<file path="src/rtl/wdg_pkg.sv">
// Shared register map, key-beat record and checker states for the
// key-sequence watchdog. Assumes a 32-bit register data path and 16-bit keys.
package wdg_pkg;
    localparam int DATA_W = 32;
    localparam int KEY_W  = 16;

    typedef enum logic [1:0] {
        REG_CTRL    = 2'd0,
        REG_PRELOAD = 2'd1,
        REG_KEY     = 2'd2,
        REG_COUNT   = 2'd3
    } reg_sel_e;

    typedef enum logic {
        SEQ_IDLE = 1'b0,
        SEQ_HALF = 1'b1
    } seq_state_e;

    typedef struct packed {
        logic             vld;
        logic [KEY_W-1:0] word;
    } key_beat_t;
endpackage

</file>
<file path="src/rtl/wdg_arm_latch.sv">
// One-way arming latch. It sets on a control write that carries the exact
// arming word and clears only on the system reset.
// Assumes wr_ctrl is a single-cycle qualified write strobe.
module wdg_arm_latch
    import wdg_pkg::*;
#(
    parameter logic [DATA_W-1:0] ARM_WORD = 32'hA98559DA
) (
    input  logic              clk,
    input  logic              rst_n,
    input  logic              wr_ctrl,
    input  logic [DATA_W-1:0] wr_data,
    output logic              armed
);
    // Latch the armed state; no path clears it apart from reset.
    always_ff @(posedge clk) begin
        if (!rst_n) begin
            armed <= 1'b0;
        end else if (wr_ctrl && (wr_data == ARM_WORD)) begin
            armed <= 1'b1;
        end
    end
endmodule

</file>
<file path="src/rtl/wdg_key_seq.sv">
// Key-write pipeline and two-word sequence checker. A key write is delayed
// through KEY_LAT-1 register stages. The checker then acts on it
// combinationally, so its effect lands at the KEY_LAT-th edge counted from
// the capturing edge. Writes made while disarmed never enter the pipeline.
// Assumes KEY_LAT >= 2.
module wdg_key_seq
    import wdg_pkg::*;
#(
    parameter int               KEY_LAT    = 3,
    parameter logic [KEY_W-1:0] KEY_FIRST  = 16'hE51A,
    parameter logic [KEY_W-1:0] KEY_SECOND = 16'hA35C
) (
    input  logic             clk,
    input  logic             rst_n,
    input  logic             armed,
    input  logic             wr_key,
    input  logic [KEY_W-1:0] key_in,
    output logic             reload,
    output logic             key_err
);
    localparam int STAGES = KEY_LAT - 1;

    key_beat_t [STAGES-1:0] pipe;
    key_beat_t              beat;
    seq_state_e             state, state_nxt;

    // Shift key writes through the latency pipeline.
    always_ff @(posedge clk) begin
        if (!rst_n) begin
            pipe <= '0;
        end else begin
            pipe[0].vld  <= wr_key && armed;
            pipe[0].word <= key_in;
            for (int i = 1; i < STAGES; i++) begin
                pipe[i] <= pipe[i-1];
            end
        end
    end

    assign beat = pipe[STAGES-1];

    // Decide the checker's next state and its reload or error output.
    always_comb begin
        state_nxt = state;
        reload    = 1'b0;
        key_err   = 1'b0;
        if (beat.vld) begin
            unique case (state)
                SEQ_IDLE: begin
                    if (beat.word == KEY_FIRST) begin
                        state_nxt = SEQ_HALF;
                    end else begin
                        key_err = 1'b1;
                    end
                end
                SEQ_HALF: begin
                    if (beat.word == KEY_SECOND) begin
                        reload    = 1'b1;
                        state_nxt = SEQ_IDLE;
                    end else if (beat.word == KEY_FIRST) begin
                        state_nxt = SEQ_HALF;
                    end else begin
                        key_err   = 1'b1;
                        state_nxt = SEQ_IDLE;
                    end
                end
                default: state_nxt = SEQ_IDLE;
            endcase
        end
    end

    // Hold the checker state.
    always_ff @(posedge clk) begin
        if (!rst_n) begin
            state <= SEQ_IDLE;
        end else begin
            state <= state_nxt;
        end
    end
endmodule

</file>
<file path="src/rtl/wdg_down_counter.sv">
// Down counter that decrements on functional ticks while the block is armed.
// A reload places the preload in the top bits and fills the low bits with
// ones. The expire output flags the tick that brings the count to zero.
// The counter rests at all ones after reset and stops at zero.
module wdg_down_counter #(
    parameter int CNT_W = 25,
    parameter int PRE_W = 12
) (
    input  logic             clk,
    input  logic             rst_n,
    input  logic             armed,
    input  logic             tick,
    input  logic             reload,
    input  logic [PRE_W-1:0] preload,
    output logic [CNT_W-1:0] count,
    output logic             expire
);
    localparam int LOW_W = CNT_W - PRE_W;

    logic [CNT_W-1:0] reload_val;

    // Build the reload image: preload on top, the fill pattern below.
    generate
        if (LOW_W > 0) begin : g_fill
            assign reload_val = {preload, {LOW_W{1'b1}}};
        end else begin : g_direct
            assign reload_val = preload[CNT_W-1:0];
        end
    endgenerate

    // Count down, giving a reload priority over a tick.
    always_ff @(posedge clk) begin
        if (!rst_n) begin
            count <= '1;
        end else if (reload) begin
            count <= reload_val;
        end else if (armed && tick && (count != '0)) begin
            count <= count - 1'b1;
        end
    end

    // Flag the decrement that lands on zero.
    assign expire = armed && tick && !reload && (count == CNT_W'(1));
endmodule

</file>
<file path="src/rtl/keyseq_watchdog.sv">
// Top level of the key-sequence watchdog. It decodes register writes, keeps
// the preload, merges the key error and counter expiry into a sticky reset
// request, and drives the read mux. Assumes one write per cycle and a tick
// that is synchronous to clk.
module keyseq_watchdog
    import wdg_pkg::*;
#(
    parameter int                CNT_W      = 25,
    parameter int                PRE_W      = 12,
    parameter int                KEY_LAT    = 3,
    parameter logic [DATA_W-1:0] ARM_WORD   = 32'hA98559DA,
    parameter logic [KEY_W-1:0]  KEY_FIRST  = 16'hE51A,
    parameter logic [KEY_W-1:0]  KEY_SECOND = 16'hA35C
) (
    input  logic              clk,
    input  logic              rst_n,
    input  logic              wr_en,
    input  logic [1:0]        wr_addr,
    input  logic [DATA_W-1:0] wr_data,
    input  logic [1:0]        rd_addr,
    output logic [DATA_W-1:0] rd_data,
    input  logic              tick,
    output logic              rst_req
);
    logic             wr_ctrl, wr_pre, wr_key;
    logic             armed, reload, key_err, expire;
    logic [PRE_W-1:0] preload_q;
    logic [CNT_W-1:0] count;

    // Decode the write strobe per register.
    always_comb begin
        wr_ctrl = wr_en && (reg_sel_e'(wr_addr) == REG_CTRL);
        wr_pre  = wr_en && (reg_sel_e'(wr_addr) == REG_PRELOAD);
        wr_key  = wr_en && (reg_sel_e'(wr_addr) == REG_KEY);
    end

    wdg_arm_latch #(.ARM_WORD(ARM_WORD)) u_arm (
        .clk     (clk),
        .rst_n   (rst_n),
        .wr_ctrl (wr_ctrl),
        .wr_data (wr_data),
        .armed   (armed)
    );

    wdg_key_seq #(
        .KEY_LAT    (KEY_LAT),
        .KEY_FIRST  (KEY_FIRST),
        .KEY_SECOND (KEY_SECOND)
    ) u_seq (
        .clk     (clk),
        .rst_n   (rst_n),
        .armed   (armed),
        .wr_key  (wr_key),
        .key_in  (wr_data[KEY_W-1:0]),
        .reload  (reload),
        .key_err (key_err)
    );

    wdg_down_counter #(.CNT_W(CNT_W), .PRE_W(PRE_W)) u_cnt (
        .clk     (clk),
        .rst_n   (rst_n),
        .armed   (armed),
        .tick    (tick),
        .reload  (reload),
        .preload (preload_q),
        .count   (count),
        .expire  (expire)
    );

    // Keep the preload; writable in any state.
    always_ff @(posedge clk) begin
        if (!rst_n) begin
            preload_q <= '0;
        end else if (wr_pre) begin
            preload_q <= wr_data[PRE_W-1:0];
        end
    end

    // Latch the reset request until the system reset.
    always_ff @(posedge clk) begin
        if (!rst_n) begin
            rst_req <= 1'b0;
        end else if (key_err || expire) begin
            rst_req <= 1'b1;
        end
    end

    // Select the read data.
    always_comb begin
        unique case (reg_sel_e'(rd_addr))
            REG_CTRL:    rd_data = {{(DATA_W-1){1'b0}}, armed};
            REG_PRELOAD: rd_data = {{(DATA_W-PRE_W){1'b0}}, preload_q};
            REG_COUNT:   rd_data = {{(DATA_W-CNT_W){1'b0}}, count};
            default:     rd_data = '0;
        endcase
    end
endmodule

</file>
<file path="config.mk">
export PLATFORM = sky130hd
export DESIGN_NAME = keyseq_watchdog
export DESIGN_NICKNAME = d
export VERILOG_FILES = /design/src/rtl/wdg_pkg.sv /design/src/rtl/wdg_arm_latch.sv /design/src/rtl/wdg_key_seq.sv /design/src/rtl/wdg_down_counter.sv /design/src/rtl/keyseq_watchdog.sv
export SDC_FILE = /design/constraint.sdc
export NUM_CORES = 1
export LEC_CHECK = 0
export ABC_CLOCK_PERIOD_IN_PS = 2900
export BUFFER_PORTS_ARGS = -buffer_cell sky130_fd_sc_hd__buf_2
export CAP_MARGIN = 20
export CORE_MARGIN = 8
export CORE_UTILIZATION = 50
export CTS_CLUSTER_DIAMETER = 100
export DETAILED_ROUTE_END_ITERATION = 8
export PLACE_DENSITY = 0.71
export SKIP_LAST_GASP = 1
export SLEW_MARGIN = 20
export SYNTH_ARGS = -nofsm -noshare
export SYNTH_HDL_FRONTEND = slang
export SYNTH_SLANG_ARGS = --single-unit
</file>
<file path="constraint.sdc">
create_clock -name clk -period 2.9 [get_ports clk]
set_input_delay 0.435 -clock clk [delete_from_list [all_inputs] [get_ports clk]]
set_output_delay 0.435 -clock clk [all_outputs]
set_load 0.02 [all_outputs]
</file>
==> results of run 1 <==
-- power by group --
group,leakage (nW),switching [mW],internal [mW]
Sequential,0.605,0.0117,1.04
Combinational,0.911,0.102,0.0702
Clock,0.107,0.406,0.431
Total,1.62,0.519,1.54
-- worst paths after layout --
path,start,endpoint,slack (ns),depth (start not counted)
worst max-delay path,u_cnt.count[16],u_cnt.count[23],0.26,5
worst min register to register,u_seq.pipe[12],u_seq.beat[12],0.44,1
worst min-delay path,wr_data[12],u_seq.pipe[12],0.31,2
worst max register to register,u_cnt.count[16],u_cnt.count[23],0.26,5
-- final cells by class --
class / count / share of cell area, %
repair buffers: 71 / 9.31
inverters: 6 / 0.566
flip-flops and latches: 74 / 37.3
well taps: 80 / 2.52
multi-input cells: 286 / 45.0
clock buffers: 10 / 3.46
clock inverters: 6 / 1.86
-- layer usage --
metal / GRT usage (%) / routed length (um) / vias up
met3: 4.30 / 561 / 18
met5: 0 / 0 / -
met1: 23.6 / 3930 / 1364
met4: 7.20 / 197 / 0
met2: 28.3 / 3780 / 100
li1: - / - / 1500
-- layout by cell type (no fill, tap or decap), types with 2 or more instances in the layout --
cell	instances
buf_2	65
nor2_1	16
or3_1	7
nor4_1	7
nand4_1	3
nor2b_1	12
buf_4	6
o32a_1	2
nor3_1	7
clkbuf_8	10
xnor2_1	4
or2_2	4
and3_1	15
and2_1	35
or4_1	16
clkinv_4	3
o2111a_1	2
a31oi_1	5
nand3b_1	3
and4_1	3
o2111ai_1	2
nand2_1	50
a21oi_1	17
dfxtp_1	74
nor4b_1	5
nand3_1	12
conb_1	7
mux2i_1	12
inv_6	2
xor2_1	3
o21ai_0	8
nor4bb_1	5
inv_1	6
o211ai_1	4
ha_1	2
o31ai_1	6
-- per-stage QoR --
| step | util (%) | hold WS [ns] | setup slack (ns) | total power, mW |
|---|---|---|---|---|
| floorplan | - | 0.412 | 0.563 | 1.18 |
| CTS | 59.2 | 0.295 | 0.281 | 2.08 |
| detailed placement | 56.0 | 0.420 | 0.307 | 1.25 |
| global route | 59.2 | 0.299 | 0.142 | 2.14 |
| finish | 59.2 | 0.306 | 0.263 | 2.06 |
| global placement | 56.0 | 0.415 | 0.401 | 1.25 |
-- flip-flops by register name, indices dropped and copies added (netlist names) --
register,cells
u_seq.pipe,17
u_arm.armed,1
rst_req,1
preload_q,12
u_seq.state,1
u_cnt.count,25
u_seq.beat,17
-- logic make-up (layout without fill, tap and decap cells) --
| family | Yosys count | count (layout) | share of synthesized area [%] |
|---|---|---|---|
| AND/OR/NAND/NOR | 206 | 206 | 34.8 |
| flip-flops | 74 | 74 | 43.3 |
| AO/OA/AOI/OAI | 52 | 52 | 10.8 |
| buffers and inverters | 32 | 93 | 4.98 |
| multiplexers | 12 | 12 | 3.51 |
| XOR/XNOR | 7 | 7 | 1.79 |
| adder cells (fa/ha/maj) | 2 | 2 | 0.732 |
| other | 1 | 7 | 0.110 |
==> flow_metrics.env, run 1 <==
export IMPL_cts_buffer_depth=2
export IMPL_grt_max_degree=35
export IMPL_setup_viol=0
export IMPL_post_route_min_period_ns=2.64
export IMPL_syn_inst=386
export IMPL_final_cells=533
export IMPL_nets=490
export IMPL_worstMarginPinSlew_ns=0.700
export IMPL_worstHoldPathType="primary input to flip-flop"
export IMPL_cts_htree_levels=3
export IMPL_cp_arrival_ns=2.88
export IMPL_grt_overflow_total=0
export IMPL_die_h_um=98.7
export IMPL_slowest_stage="or4b_1"
export IMPL_hold_violations=0
export IMPL_yosysWarnings=0
export IMPL_path_buf_inv=0
export IMPL_syn_area_sq_mm=0.00342
export IMPL_clock_latency_ns=0.35
export IMPL_port_buffers=65
export IMPL_area_growth_pct=16.3
export IMPL_p_per_area_mw_per_mm2=518
export IMPL_seq_area_sq_mm=0.00148
export IMPL_synth_ff_type="dfxtp_1"
export IMPL_numCtsBuffers=9
export IMPL_drtPass1Iterations=5
export IMPL_path_cells="or4_1 -> or4b_1 -> o2111ai_4 -> nor3_2 -> o32a_1"
export IMPL_ys_top_cells_by_area="dfxtp_1 43%, and2_1 6.4%, nand2_1 5.5%"
export IMPL_critPathMaxStageDelay_ns=0.75
export IMPL_grt_use_total_pct=18.2
export IMPL_vias=2982
export IMPL_synth_edff_count=0
export IMPL_die_w_um=98.7
export IMPL_crit_family="simple AND/OR/NAND/NOR gates"
export IMPL_clock_skew_ns=0.00887
export IMPL_multi_input_area_sq_mm=0.00179
export IMPL_cp_max_fo=7
export IMPL_yosys_area_top_type="dfxtp_1"
export IMPL_rsz0062_at_grt="false"
export IMPL_place_area_sq_mm=0.00376
export IMPL_min_period_over_period_pct=90.9
export IMPL_end_kind="flip-flop"
export IMPL_postRouteAntennaNets=0
export IMPL_ctsResizeCount=0
export IMPL_row_count=30
export IMPL_place_gp_congestion=0.901
export IMPL_io_pins=73
export IMPL_yosys_top_cells_count="74 x dfxtp_1, 50 x nand2_1, 35 x and2_1"
export IMPL_yosysSeqAreaShare_pct=43.3
export IMPL_start_kind="flip-flop"
export IMPL_dieArea_sq_mm=0.00974
export IMPL_fmax_ghz=0.379
export IMPL_path_clk_slew_ns=0.08
export IMPL_synth_ff_latch_count=74
export IMPL_final_area_sq_mm=0.00398
export IMPL_clkSinkCount=74
export IMPL_synth_cell_types=47
export IMPL_synth_async_reset_ratio_pct=0
export IMPL_routedWlPerCell_um=15.9
export IMPL_antennaDiodeCount=0
export IMPL_yosysTopAreaCellShare_pct=43.3
export IMPL_drv_slew=0
export IMPL_drt_wl_total_um=8460
export IMPL_grt_pass1_vias=2958
export IMPL_max_cap_violations=0
export IMPL_core_area_sq_mm=0.00672
export IMPL_cts_tree="done"
export IMPL_grt_pass1_wl_um=14400
export IMPL_hpwlAfterDp_um=6450
export IMPL_critical_path_required_ns=3.14
export IMPL_yosysMostFrequentCell="dfxtp_1"
export IMPL_vdd_ir_drop_max_v=0.000208
export IMPL_dp_cells=517
export IMPL_drcViolationCount=0
export IMPL_status="completed"
export IMPL_setup_tns_ns=0
export IMPL_start_util_pct=50.9
export IMPL_post_cts_buffers=0
export IMPL_criticalPathCategory="flip-flop to flip-flop"
export IMPL_fill_cells=622
export IMPL_antenna_found_initial=0
export IMPL_maxSlewHeadroom_pct=53.1
export IMPL_power_leakage_nw=1.62
export IMPL_drt_initial_drc_count=171
export IMPL_root_buffer="clkbuf_8"
export IMPL_synth_area_per_cell_sq_um=8.86
export IMPL_viasPerCell=5.59
export IMPL_holdBufCountCts=0
export IMPL_drive_gt1_share_pct=21.0
(Power assumes the default switching activity.)
==> run 2, diff against run 1 <==
==> constraint.sdc (replaced) <==
create_clock -name clk -period 2.9 [get_ports clk]
set_input_delay 0.145 -clock clk [delete_from_list [all_inputs] [get_ports clk]]
set_output_delay 0.145 -clock clk [all_outputs]
set_load 0.02 [all_outputs]
==> run 2 against run 1 <==
- routed wire length rose by 2.2%
- worst hold slack got worse by 0.29 ns
- final cell count fell by 0.38%
- clock power fell by 13%
- total power fell by 5.3%
- non-clock buffer count fell by 2
- flip-flop and latch count did not move
- clock-buffer cell count fell by 1
- sequential power barely moved
- utilization fell by 0.73 points
==> flow_metrics.env, run 2 (synthesized netlist as in run 1, its figures left out) <==
export IMPL_drcViolationCount=0
export IMPL_cts_htree_levels=3
export IMPL_final_cell_mix="74 x dfxtp_1, 65 x buf_2, 50 x nand2_1"
export IMPL_antennaDiodeCount=0
export IMPL_post_route_min_period_ns=2.59
export IMPL_clock_skew_ns=0.00710
export IMPL_cp_max_fo=7
export IMPL_root_buffer="clkbuf_8"
export IMPL_dieArea_sq_mm=0.00974
export IMPL_final_common_cell="dfxtp_1"
export IMPL_nets=488
export IMPL_seq_area_sq_mm=0.00148
export IMPL_grt_pass1_vias=2901
export IMPL_multi_input_area_sq_mm=0.00179
export IMPL_cp_arrival_ns=2.84
export IMPL_wl_met3_um=512
export IMPL_worstHoldPathType="primary input to flip-flop"
export IMPL_viasPerCell=5.55
export IMPL_antenna_found_initial=0
export IMPL_wl_met2_um=3890
export IMPL_rsz0062_at_grt="false"
export IMPL_numCtsBuffers=9
export IMPL_holdBufCountCts=0
export IMPL_fmax_ghz=0.386
export IMPL_vdd_ir_drop_max_v=0.000213
export IMPL_drt_wl_total_um=8650
export IMPL_largest_register_ffs=25
export IMPL_drive_gt1_share_pct=20.6
export IMPL_r2r_slack_ns=0.31
export IMPL_grt_use_total_pct=18.1
export IMPL_p_per_area_mw_per_mm2=497
export IMPL_place_gp_congestion=0.907
export IMPL_setup_viol=0
export IMPL_clock_latency_ns=0.35
export IMPL_maxSlewHeadroom_pct=55.2
export IMPL_port_buffers=65
export IMPL_start_kind="flip-flop"
export IMPL_postRouteAntennaNets=0
export IMPL_grt_max_degree=44
export IMPL_met1_length_um=4120
export IMPL_utilization_pct=58.5
export IMPL_clkSinkCount=74
export IMPL_end_kind="flip-flop"
export IMPL_ctsResizeCount=0
export IMPL_path_clk_slew_ns=0.08
export IMPL_vias=2948
export IMPL_fill_cells=637
export IMPL_max_cap_violations=0
export IMPL_status="completed"
export IMPL_io_pins=73
export IMPL_hpwlAfterDp_um=6500
export IMPL_drt_initial_drc_count=115
export IMPL_worstMarginPinSlew_ns=0.670
export IMPL_core_area_sq_mm=0.00672
export IMPL_routedWlPerCell_um=16.3
export IMPL_die_w_um=98.7
export IMPL_min_period_over_period_pct=89.4
export IMPL_area_growth_pct=14.9
export IMPL_cts_buffer_depth=2
export IMPL_cts_tree="done"
export IMPL_highest_layer="met4"
export IMPL_die_h_um=98.7
export IMPL_drtPass1Iterations=5
export IMPL_grt_overflow_total=0
export IMPL_criticalPathCategory="flip-flop to flip-flop"
export IMPL_critical_path_required_ns=3.15
export IMPL_post_cts_buffers=0
export IMPL_row_count=30
export IMPL_hold_violations=0
export IMPL_top_register="u_cnt.count"
export IMPL_drv_slew=0
export IMPL_grt_pass1_wl_um=14400
export IMPL_setup_tns_ns=0
export IMPL_start_util_pct=50.9
export IMPL_power_leakage_nw=1.60
run 2: cell count changes in the layout (fill, tap and decap cells not counted), sizes merged:
cell / change
bufinv: -1
buf: -2
clkbuf: -1
clkinv: +2
run 2: cell type report:
cell class / instances / share of cell area [%]
inverter: 6 / 0.573
clock buffer: 9 / 3.15
tap: 80 / 2.55
timing repair buffer: 69 / 9.05
multi-input combinational: 286 / 45.6
sequential: 74 / 37.7
clock inverter: 7 / 1.37
run 2: critical path: stages, from the launching register on:
cell and delay, ns:
dfxtp_1 0.36, or4_1 0.66, or4b_1 0.75, o2111ai_4 0.34, nor3_2 0.06, o32a_1 0.32
run 2: metrics by stage:
step                worst slack, ns  power (mW)  cells  area [sq um]  hold WS [ns]
CTS                           0.317        1.96    531          3930       0.00488
global route                  0.179        2.03    531          3930        0.0236
floorplan                     0.563        1.18    392          3440         0.267
global placement              0.401        1.25    515          3750         0.372
finish                        0.306        1.95    531          3930        0.0112
detailed placement            0.332        1.25    515          3750         0.372
run 2: layer usage:
| layer | GRT usage [%] | vias to the layer above |
|---|---|---|
| li1 | - | 1486 |
| met1 | 24.0 | 1353 |
| met2 | 27.9 | 99 |
| met3 | 3.66 | 10 |
| met4 | 7.44 | 0 |
| met5 | 0 | - |
run 2: path summary, 6_finish.rpt:
path / depth (start not counted) / from / end
max: 5 / u_cnt.count[16] / u_cnt.count[23]
min: 2 / wr_data[12] / u_seq.pipe[12]
max reg2reg: 5 / u_cnt.count[16] / u_cnt.count[23]
min reg2reg: 1 / u_seq.pipe[11] / u_seq.beat[11]
run 2: power breakdown:
part,switching [mW],internal (mW)
logic,0.102,0.0684
clock network,0.411,0.318
registers,0.0121,1.04
total,0.524,1.43
==> run 3, diff against run 2 <==
--- a/config.mk
+++ b/config.mk
@@ -12,9 +12,10 @@
 export CORE_UTILIZATION = 50
 export CTS_CLUSTER_DIAMETER = 100
 export DETAILED_ROUTE_END_ITERATION = 8
-export PLACE_DENSITY = 0.71
+export PLACE_DENSITY = 0.7
 export SKIP_LAST_GASP = 1
 export SLEW_MARGIN = 20
 export SYNTH_ARGS = -nofsm -noshare
 export SYNTH_HDL_FRONTEND = slang
+export SYNTH_HIERARCHICAL = 1
 export SYNTH_SLANG_ARGS = --single-unit
==> run 3 against run 2 <==
- total power increased by 13%
- clock power increased by 35%
- routed wire length increased by 6.0%
- synthesized area increased by 8.1%
- first-iteration DRC count increased by 52%
- final cell count increased by 4.1%
- sequential share of layout area decreased by 2.8 points
- critical endpoint is now u_cnt/count[17]
==> flow_metrics.env, run 3 <==
export IMPL_post_route_min_period_ns=2.24
export IMPL_synth_ff_latch_count=74
export IMPL_drt_initial_drc_count=175
export IMPL_hold_violations=0
export IMPL_postRouteAntennaNets=0
export IMPL_switchingPower_uw=519
export IMPL_slowest_stage="and3_1"
export IMPL_place_gp_congestion=0.908
export IMPL_path_clk_slew_ns=0.08
export IMPL_critPathMaxStageDelay_ns=0.64
export IMPL_power_leakage_nw=1.70
export IMPL_synth_cell_types=63
export IMPL_row_count=31
export IMPL_root_buffer="clkbuf_8"
export IMPL_synth_area_per_cell_sq_um=9.38
export IMPL_dieArea_sq_mm=0.0104
export IMPL_largest_register_ffs=25
export IMPL_swShare_pct=23.4
export IMPL_clock_skew_ns=0.00429
export IMPL_fmax_ghz=0.446
export IMPL_antenna_found_initial=0
export IMPL_ff2ff_path_depth=5
export IMPL_yosysTopAreaCellShare_pct=40.1
export IMPL_port_buffers=65
export IMPL_worstMarginPinSlew_ns=0.923
export IMPL_clkSinkCount=74
export IMPL_vdd_ir_drop_max_v=0.000225
export IMPL_top_register="u_cnt/count"
export IMPL_cts_htree_levels=3
export IMPL_nets=491
export IMPL_seqPwrFrac_pct=47.6
export IMPL_synth_async_reset_ratio_pct=0
export IMPL_area_growth_pct=14.7
export IMPL_drv_slew=0
export IMPL_grt_overflow_total=0
export IMPL_cp_max_fo=14
export IMPL_internal_power_mw=1.69
export IMPL_status="completed"
export IMPL_synth_ff_type="dfxtp_1"
export IMPL_fill_cells=675
export IMPL_vias=3057
export IMPL_r2r_slack_ns=0.66
export IMPL_grt_pass1_wl_um=14800
export IMPL_core_area_sq_mm=0.00721
export IMPL_ys_top_cells_by_area="dfxtp_1 40%, mux2i_1 7.9%, and2_1 5.8%"
export IMPL_setup_tns_ns=0
export IMPL_grt_max_degree=70
export IMPL_crit_cells=5
export IMPL_r2r_end="u_cnt/count[17]"
export IMPL_crit_start="u_cnt/count[17]"
export IMPL_max_cap_violations=0
export IMPL_final_cell_mix="74 x dfxtp_1, 65 x buf_2, 49 x nand2_1"
export IMPL_hold_worst_slack_ns=0.0112
export IMPL_final_area_sq_mm=0.00424
export IMPL_path_buf_inv=0
export IMPL_io_pins=73
export IMPL_cp_arrival_ns=2.51
export IMPL_start_util_pct=51.2
export IMPL_final_common_cell="dfxtp_1"
export IMPL_synth_edff_count=0
export IMPL_drcViolationCount=0
export IMPL_p_per_area_mw_per_mm2=522
export IMPL_setup_viol=0
export IMPL_reg2reg_from="u_cnt/count[17]"
export IMPL_grt_pass1_vias=3000
export IMPL_routedWlPerCell_um=16.6
export IMPL_worstHoldPathType="primary input to flip-flop"
export IMPL_grt_use_total_pct=18.5
export IMPL_syn_inst=394
export IMPL_clock_latency_ns=0.35
export IMPL_die_w_um=102
export IMPL_dp_cells=536
export IMPL_drtPass1Iterations=4
export IMPL_final_cells=553
export IMPL_cts_tree="done"
export IMPL_yosys_top_cells_count="74 x dfxtp_1, 49 x nand2_1, 34 x and2_1"
export IMPL_yosysMostFrequentCell="dfxtp_1"
export IMPL_hpwlAfterDp_um=6880
export IMPL_min_from="wr_data[13]"
export IMPL_criticalPathCategory="flip-flop to flip-flop"
export IMPL_maxSlewHeadroom_pct=38.4
export IMPL_worstSetupEndpoint="u_cnt/count[17]"
export IMPL_syn_area_sq_mm=0.00370
export IMPL_post_cts_buffers=0
export IMPL_drive_gt1_share_pct=23.1
export IMPL_yosysSeqAreaShare_pct=40.1
export IMPL_place_area_sq_mm=0.00398
export IMPL_p_comb_share_pct=8.0
export IMPL_cts_buffer_depth=2
export IMPL_p_clk_share_pct=44.3
export IMPL_min_period_over_period_pct=77.3
export IMPL_die_h_um=102
export IMPL_critical_path_required_ns=3.17
export IMPL_rsz0062_at_grt="false"
export IMPL_yosysWarnings=6
export IMPL_viasPerCell=5.53
export IMPL_drt_wl_total_um=9170
export IMPL_yosys_area_top_type="dfxtp_1"
export IMPL_antennaDiodeCount=0
export IMPL_numCtsBuffers=9
export IMPL_path_cells="nor4_4 -> and3_1 -> a311oi_1 -> and4_1 -> a311oi_1"
export IMPL_crit_top_cell="a311oi_1"
export IMPL_end_kind="flip-flop"
export IMPL_crit_family="simple AND/OR/NAND/NOR gates"
export IMPL_start_kind="flip-flop"
[run 3: how the worst min path moves through the flow]
stage / slack (ns) / to / cells after the start
4_1_cts: 0.001 / u_seq/pipe[13] / 2
2_1_floorplan: 0.27 / u_seq/pipe[3] / 1
6_report: 0.01 / u_seq/pipe[13] / 2
5_1_grt: 0.01 / u_seq/pipe[12] / 2
3_3_place_gp: 0.36 / u_seq/pipe[15] / 2
3_5_place_dp: 0.37 / u_seq/pipe[15] / 2
[run 3: per-stage QoR]
stage	power, mW	setup WS (ns)	util, %
after global routing	2.30	0.555	58.8
after floorplan	1.20	0.886	-
after CTS	2.23	0.724	58.8
final	2.21	0.657	58.8
after global placement	1.25	0.787	55.2
after detailed placement	1.26	0.745	55.2
[run 3: layer usage]
metal | routed length (um) | vias to the layer above | global-route usage (%)
met5 | 0 | - | 0
met1 | 4210 | 1432 | 23.4
met3 | 566 | 22 | 4.77
li1 | - | 1513 | -
met4 | 232 | 0 | 9.93
met2 | 4160 | 90 | 28.0
[run 3: final cells by class]
class / count / area [sq um] / share of cell area [%]
multi-input combinational: 288 / 2000 / 47.2
sequential: 74 / 1480 / 34.9
timing repair buffer: 69 / 358 / 8.44
clock buffer: 9 / 124 / 2.92
clock inverter: 7 / 124 / 2.92
tap: 99 / 124 / 2.92
inverter: 7 / 26.3 / 0.620
[run 3: logic make-up after synthesis]
kind of cell,synth area share (%)
buffers and inverters,6.33
flip-flops,40.1
multiplexers,7.85
AND/OR/NAND/NOR,33.8
other,0.101
adder cells (fa/ha/maj),0.677
XOR/XNOR,1.90
AO/OA/AOI/OAI,9.28
[run 3: power by group through the flow]
stage / logic [mW] / registers, mW / clock network [mW]
5_1_grt: 0.196 / 1.06 / 1.05
4_1_cts: 0.180 / 1.05 / 0.997
6_report: 0.178 / 1.05 / 0.981
3_3_place_gp: 0.176 / 1.08 / 0
3_5_place_dp: 0.179 / 1.08 / 0
2_1_floorplan: 0.124 / 1.07 / 0
[run 3: timing repair]
item,CTS,global route
gates resized for setup,0,0
endpoints found under the setup margin,0,0
hold buffers,1,0
hold endpoints to repair,1,0
[run 3: worst register-to-register path, delay by kind of cell, from the launching register on]
kind / cells / cell delay (ns)
AO/OA/AOI/OAI: 2 / 0.44
flip-flops: 1 / 0.39
AND/OR/NAND/NOR: 3 / 1.33
